[src/rtl/rmseq_pkg.sv]
package rmseq_pkg;

  typedef enum logic [1:0] {
    SQ_HOLD_CLK  = 2'd0,
    SQ_MUTE_SMP  = 2'd1,
    SQ_RUN       = 2'd2,
    SQ_PDOWN     = 2'd3
  } seq_state_t;

endpackage

[src/rtl/rmseq_rst_sync.sv]
// Reset synchronizer: the reset asserts at once and releases on the clock.
module rmseq_rst_sync #(
  parameter int STAGES = 2
) (
  input  logic clk_i,
  input  logic arst_n_i,
  output logic rst_n_o
);

  logic [STAGES-1:0] chain_q;
  logic [STAGES-1:0] chain_d;

  generate
    if (STAGES == 1) begin : g_single
      assign chain_d = 1'b1;
    end else begin : g_multi
      assign chain_d = {chain_q[STAGES-2:0], 1'b1};
    end
  endgenerate

  always_ff @(posedge clk_i or negedge arst_n_i) begin
    if (!arst_n_i) chain_q <= '0;
    else           chain_q <= chain_d;
  end

  assign rst_n_o = chain_q[STAGES-1];

endmodule

[src/rtl/rmseq_pd_filter.sv]
// Synchronizes the power-down pin and requests power-down only after
// MIN_LOW consecutive low samples of the synchronized level.
module rmseq_pd_filter #(
  parameter int SYNC_STAGES = 2,
  parameter int MIN_LOW     = 2
) (
  input  logic clk_i,
  input  logic rst_n_i,
  input  logic pd_n_i,
  output logic pd_req_o
);

  localparam int HIST_W = MIN_LOW - 1;

  logic [SYNC_STAGES-1:0] sync_q, sync_d;
  logic [HIST_W-1:0]      hist_q, hist_d;
  logic                   pin_s;

  assign pin_s = sync_q[SYNC_STAGES-1];

  generate
    if (SYNC_STAGES == 1) begin : g_sync1
      assign sync_d = pd_n_i;
    end else begin : g_syncn
      assign sync_d = {sync_q[SYNC_STAGES-2:0], pd_n_i};
    end
    if (HIST_W == 1) begin : g_hist1
      assign hist_d = pin_s;
    end else begin : g_histn
      assign hist_d = {hist_q[HIST_W-2:0], pin_s};
    end
  endgenerate

  always_ff @(posedge clk_i or negedge rst_n_i) begin
    if (!rst_n_i) begin
      sync_q <= '1;
      hist_q <= '1;
    end else begin
      sync_q <= sync_d;
      hist_q <= hist_d;
    end
  end

  always_comb begin
    pd_req_o = !pin_s && (hist_q == '0);
  end

endmodule

[src/rtl/rmseq_hold_cnt.sv]
// Phase counter with written-out clear and increment enables.
module rmseq_hold_cnt #(
  parameter int W = 8
) (
  input  logic         clk_i,
  input  logic         rst_n_i,
  input  logic         clr_i,
  input  logic         inc_i,
  output logic [W-1:0] cnt_o
);

  logic [W-1:0] cnt_q, cnt_d;
  logic         cnt_en;

  always_comb begin
    cnt_en = clr_i || inc_i;
    cnt_d  = clr_i ? '0 : cnt_q + W'(1);
  end

  always_ff @(posedge clk_i or negedge rst_n_i) begin
    if (!rst_n_i)    cnt_q <= '0;
    else if (cnt_en) cnt_q <= cnt_d;
  end

  assign cnt_o = cnt_q;

endmodule

[src/rtl/conv_rst_mute_seq.sv]
module conv_rst_mute_seq
  import rmseq_pkg::*;
#(
  parameter int CLK_HOLD    = 1024,
  parameter int SMP_HOLD    = 4480,
  parameter int RST_STAGES  = 2,
  parameter int SYNC_STAGES = 2,
  parameter int PD_MIN_LOW  = 2
) (
  input  logic clk_i,
  input  logic supply_ok_i,
  input  logic pd_n_i,
  input  logic smp_stb_i,
  output logic core_rst_n_o,
  output logic mute_o,
  output logic dout_en_o
);

  localparam int CNT_TOP = (CLK_HOLD > SMP_HOLD) ? CLK_HOLD : SMP_HOLD;
  localparam int CNT_W   = (CNT_TOP > 2) ? $clog2(CNT_TOP) : 1;
  localparam logic [CNT_W-1:0] CLK_LAST = CNT_W'(CLK_HOLD - 1);
  localparam logic [CNT_W-1:0] SMP_LAST = CNT_W'(SMP_HOLD - 1);

  logic             rst_n;
  logic             pd_req;
  seq_state_t       state_q, state_d;
  logic [CNT_W-1:0] cnt_q;
  logic             cnt_clr, cnt_inc;

  rmseq_rst_sync #(.STAGES(RST_STAGES)) i_rst_sync (
    .clk_i    (clk_i),
    .arst_n_i (supply_ok_i),
    .rst_n_o  (rst_n)
  );

  rmseq_pd_filter #(.SYNC_STAGES(SYNC_STAGES), .MIN_LOW(PD_MIN_LOW)) i_pd_filter (
    .clk_i    (clk_i),
    .rst_n_i  (rst_n),
    .pd_n_i   (pd_n_i),
    .pd_req_o (pd_req)
  );

  rmseq_hold_cnt #(.W(CNT_W)) i_hold_cnt (
    .clk_i   (clk_i),
    .rst_n_i (rst_n),
    .clr_i   (cnt_clr),
    .inc_i   (cnt_inc),
    .cnt_o   (cnt_q)
  );

  // Next-state logic
  always_comb begin
    state_d = state_q;
    unique case (state_q)
      SQ_HOLD_CLK: if (cnt_q == CLK_LAST) state_d = SQ_MUTE_SMP;
      SQ_MUTE_SMP: if (smp_stb_i && (cnt_q == SMP_LAST)) state_d = SQ_RUN;
      SQ_RUN:      state_d = SQ_RUN;
      SQ_PDOWN:    if (!pd_req) state_d = SQ_HOLD_CLK;
      default:     state_d = SQ_HOLD_CLK;
    endcase
    if (pd_req) state_d = SQ_PDOWN;
  end

  // Counter control: cleared on every phase change and in power-down
  always_comb begin
    cnt_clr = (state_d != state_q) || (state_q == SQ_PDOWN);
    unique case (state_q)
      SQ_HOLD_CLK: cnt_inc = 1'b1;
      SQ_MUTE_SMP: cnt_inc = smp_stb_i;
      default:     cnt_inc = 1'b0;
    endcase
  end

  // State register
  always_ff @(posedge clk_i or negedge rst_n) begin
    if (!rst_n) state_q <= SQ_HOLD_CLK;
    else        state_q <= state_d;
  end

  // Output decode from the state register
  always_comb begin
    core_rst_n_o = (state_q == SQ_MUTE_SMP) || (state_q == SQ_RUN);
    mute_o       = (state_q != SQ_RUN);
    dout_en_o    = (state_q != SQ_PDOWN);
  end

endmodule

[config.mk]
export PLATFORM = sky130hd
export DESIGN_NAME = conv_rst_mute_seq
export DESIGN_NICKNAME = d
export VERILOG_FILES = /design/src/rtl/rmseq_pkg.sv /design/src/rtl/rmseq_rst_sync.sv /design/src/rtl/rmseq_pd_filter.sv /design/src/rtl/rmseq_hold_cnt.sv /design/src/rtl/conv_rst_mute_seq.sv
export SDC_FILE = /design/constraint.sdc
export NUM_CORES = 1
export LEC_CHECK = 0
export CORE_UTILIZATION = 35
export CTS_BUF_LIST = sky130_fd_sc_hd__clkbuf_8
export CTS_CLUSTER_SIZE = 10
export DETAILED_ROUTE_END_ITERATION = 10
export DONT_BUFFER_PORTS = 1
export HOLD_SLACK_MARGIN = 0.1
export PLACE_DENSITY = 0.6
export SYNTH_ARGS = -nofsm -noshare
export SYNTH_HDL_FRONTEND = slang
export SYNTH_SLANG_ARGS = --single-unit
[constraint.sdc]
create_clock -name clk_i -period 2.9 [get_ports clk_i]
set_clock_uncertainty 0.2 [all_clocks]
set_input_delay 0.58 -clock clk_i [delete_from_list [all_inputs] [get_ports clk_i]]
set_output_delay 0.58 -clock clk_i [all_outputs]
set_load 0.03 [all_outputs]
==> impl_summary.txt <==
----------------------------------------------------
[Synth]
  Synthesized cell area ... 1080 µm²
  Fraction of the mapped netlist area in compound gates ... 12.8%
  FF+latch count, synth ... 20
  Synth Area in XOR/XNOR ... 7.27%
  Post-Synthesis Mean Instance Area ... 10.4 µm²
  Number of distinct library cell variants in the gate-level netlist after synthesis ... 34
  Post-Synth Adder-Cell Area ... 5.77%
  Sequential share of the synthesized area ... 46.5%
  Syn nets ... 113
  Yosys synthesis warning count ... 0
  Main combinational cell family by area after synthesis ... simple AND/OR/NAND/NOR gates
  Synth Instances ... 104
  Simple-gate share of the synthesized area ... 22.2%
  Multiplexer share of the synthesized area ... 0.924%

[Cells and area]
  Filler-free cell count of the finished design ... 137
  Highest-count cells in the layout ignoring fill and taps ... sky130_fd_sc_hd__dfrtp_1, sky130_fd_sc_hd__nor3_1, sky130_fd_sc_hd__o21ai_0, sky130_fd_sc_hd__xor2_1
  Net count of the finished layout ... 116
  Commonest non-fill, non-tap cell in the layout ... sky130_fd_sc_hd__dfrtp_1
  Final core area utilization ... 40.8%
  Fraction of final layout cells with drive strength greater than 1 ... 12.3%
  Post-synthesis to final-layout area growth ... 7.51%
  Antenna Diode Count ... 0

[Worst setup path]
  Crit Path Category ... reg -> reg
  Worst EP arrival ... 2.25 ns
  Kind of end point of the critical path ... flop
  Startpoint type of the worst setup path ... flop
  Max FO, Critical Path ... 9
  Count of cells along the worst register-to-register path ... 6
  WP data required ... 2.86 ns

[Timing]
  Final number of setup-violating endpoints ... 0
  Time the final worst path needs with I/O delays and setup ... 2.29 ns
  Portion of the clock cycle consumed by the worst path in the final layout ... 78.8%
  Max-slew headroom ... 50.2%
  Slew Limit Fails ... 0
  Measured slew at the worst slew-check pin ... 0.744 ns
  Number of hold violations in the final report ... 0
  Max Clk Rate ... 437 MHz
  Post-Route Setup TNS ... 0 ns
  RSZ-0062 raised after global routing ... no
  WHS ... 0.0831 ns

[Outcome]
  Run status ... complete, no violations

[Floorplanning]
  Chip width ... 57.6 µm
  Placeable core region ... 2850 µm²
  Die H ... 57.6 µm
  Die footprint ... 3320 µm²
  Number of ports placed on the die boundary ... 7
  Initial standard-cell utilization of the core ... 38.0%
  Site Rows ... 19

[Power and ir drop]
  Final Power ... 0.000914 W
  Worst voltage drop across the vdd grid ... 0.000501 V
  Cell leakage power ... 0.479 nW
  Pwr per Cell Area ... 785 nW/µm²

[Clock network]
  Bufs on Longest Clock Path ... 2
  TritonCTS clock tree ... done
  Root buffer selected by CTS ... sky130_fd_sc_hd__clkbuf_8
  Clock buffer count from CTS ... 3
  Clock input transition at the sequential cells of the worst setup and hold paths ... 0.07 ns
  Setup fix buffers added after clock tree synthesis ... 0
  CTS H-tree depth ... 1
  Count of clock tree sinks ... 20
  Clock latency on the worst-skew pair ... 0.26 ns

[Hold path]
  Path category of the worst min-delay check ... reg -> async

[Job]
  Number of maximum-capacitance violations ... 0

[Global routing]
  Aggregate global-route resource usage ... 13.8%
  Pin count of the biggest net entering global routing ... 19
  Global-route wire length before repair ... 3.54 mm
  Grt ovf ... 0
  Initial antenna violation count ... 0
  Number of global-route vias before repair ... 774

[Placed design]
  Routability congestion estimate ... 0.850
  Inst Count DP ... 132
  HPWL after DPL ... 1.44 mm
  IO Port Bufs ... 0

[Detailed routing]
  Final wirelength ... 2.01 mm
  WL per Instance ... 14.7 µm
  Total via count in the routed design ... 793
  Via count normalized by instance count ... 5.79
  DRC errors left ... 0
  Number of routed nets with antenna violations ... 0
  Iter 0 DRT Violations ... 8
  First drt pass iteration count ... 4

----------------------------------------------------
==> metal layers <==
metal | GRT usage, % | up-vias | share of wire (%)
met5 | 0 | - | 0
met1 | 19.8 | 395 | 49
met4 | 4.53 | 0 | 1.3
li1 | - | 383 | -
met3 | 2.01 | 5 | 2.5
met2 | 21.6 | 10 | 47
==> kinds of logic (layout without fill, tap and decap cells) <==
logic type               Yosys count  in the layout
buffers and inverters              8             10
AND/OR/NAND/NOR                   40             40
adder cells (fa/ha/maj)            5              5
XOR/XNOR                           9              9
AO/OA/AOI/OAI                     20             20
flip-flops                        20             20
multiplexers                       1              1
other                              1              1
==> synth_stat cells <==
master / instances / area share [%]
sky130_fd_sc_hd__ha_1: 5 / 5.8
sky130_fd_sc_hd__nor4bb_1: 1 / 0.92
sky130_fd_sc_hd__a21o_1: 2 / 1.4
sky130_fd_sc_hd__and2_1: 2 / 1.2
sky130_fd_sc_hd__a311oi_1: 1 / 0.81
sky130_fd_sc_hd__o21ai_0: 6 / 2.8
sky130_fd_sc_hd__a21oi_1: 4 / 1.8
sky130_fd_sc_hd__a211oi_2: 2 / 2.3
sky130_fd_sc_hd__nand3_1: 5 / 2.3
sky130_fd_sc_hd__inv_1: 4 / 1.4
sky130_fd_sc_hd__nand4_1: 4 / 2.3
sky130_fd_sc_hd__buf_4: 4 / 2.8
sky130_fd_sc_hd__nand2b_1: 1 / 0.58
sky130_fd_sc_hd__and4bb_2: 1 / 1.2
sky130_fd_sc_hd__conb_1: 1 / 0.35
sky130_fd_sc_hd__or2_1: 1 / 0.58
sky130_fd_sc_hd__and3_1: 2 / 1.2
sky130_fd_sc_hd__nand2_1: 4 / 1.4
sky130_fd_sc_hd__a211oi_1: 2 / 1.4
sky130_fd_sc_hd__xor2_1: 6 / 4.8
sky130_fd_sc_hd__nor3b_1: 1 / 0.69
sky130_fd_sc_hd__xnor2_1: 3 / 2.4
sky130_fd_sc_hd__nand4b_1: 1 / 0.81
sky130_fd_sc_hd__and4_1: 1 / 0.81
sky130_fd_sc_hd__a31oi_2: 1 / 1.2
sky130_fd_sc_hd__o21bai_1: 1 / 0.69
sky130_fd_sc_hd__or3_1: 3 / 1.7
sky130_fd_sc_hd__dfrtp_1: 17 / 39
sky130_fd_sc_hd__dfstp_2: 3 / 7.3
sky130_fd_sc_hd__mux2i_1: 1 / 0.92
sky130_fd_sc_hd__nor3_2: 1 / 0.92
sky130_fd_sc_hd__nor2b_1: 1 / 0.58
sky130_fd_sc_hd__nor3_1: 11 / 5.1
sky130_fd_sc_hd__o21ai_1: 1 / 0.46
==> repair_timing <==
item	CTS	global route
gates resized for setup	0	0
hold buffers	1	0
hold endpoints to repair	2	0
endpoints found under the setup margin	0	0
==> worst max-delay path, stage by stage, from the launching register on <==
cell and delay (ns):
sky130_fd_sc_hd__dfrtp_1 0.44, sky130_fd_sc_hd__inv_1 0.15, sky130_fd_sc_hd__ha_1 0.28, sky130_fd_sc_hd__a21o_1 0.34
sky130_fd_sc_hd__nand2b_1 0.21, sky130_fd_sc_hd__or3_1 0.34, sky130_fd_sc_hd__a211oi_1 0.22
==> registers in the layout (all words and copies together), names as in the netlist <==
signal / flops
i_hold_cnt.cnt_o: 13
i_pd_filter.sync_q: 2
i_rst_sync.chain_q: 2
state_q: 2
i_pd_filter.hist_q: 1
==> final cells by class <==
cell class,instances,area [µm²]
timing repair buffer,2,17.5
multi-input combinational,76,534
tap,31,38.8
fill,287,1690
clock buffer,4,55.1
sequential,20,504
inverter,4,15.0
==> report_power, final <==
part           leakage [nW]  total, W  internal (W)  switching, W
combinational         0.190  0.000367      0.000113      0.000254
sequential            0.260  0.000338      0.000305     0.0000329
clock                0.0288  0.000209      0.000121     0.0000885
total                 0.479  0.000914      0.000539      0.000376
==> worst paths after layout <==
kind / slack (ns) / from / to
setup reg to reg: 0.61 / state_q[1]$_DFF_PN0_ / i_hold_cnt.cnt_o[9]$_DFFE_PN0P_
hold reg to reg: 0.08 / i_rst_sync.chain_q[1]$_DFF_PN0_ / i_hold_cnt.cnt_o[8]$_DFFE_PN0P_
hold / removal: 0.08 / i_rst_sync.chain_q[1]$_DFF_PN0_ / i_hold_cnt.cnt_o[8]$_DFFE_PN0P_
max in group asynchronous: 1.97 / i_rst_sync.chain_q[1]$_DFF_PN0_ / i_hold_cnt.cnt_o[1]$_DFFE_PN0P_
min in group clk_i: 0.12 / pd_n_i / i_pd_filter.sync_q[0]$_DFF_PN1_
setup / recovery: 0.61 / state_q[1]$_DFF_PN0_ / i_hold_cnt.cnt_o[9]$_DFFE_PN0P_
==> metrics by stage <==
| stage | setup WS [ns] | cell area (µm²) |
|---|---|---|
| after floorplan | 0.919 | 1080 |
| after global placement | 0.649 | 1100 |
| after detailed placement | 0.620 | 1100 |
| after CTS | 0.608 | 1160 |
| after global routing | 0.449 | 1160 |
| final | 0.614 | 1160 |
Note: power is estimated with default switching activity, not from simulation.
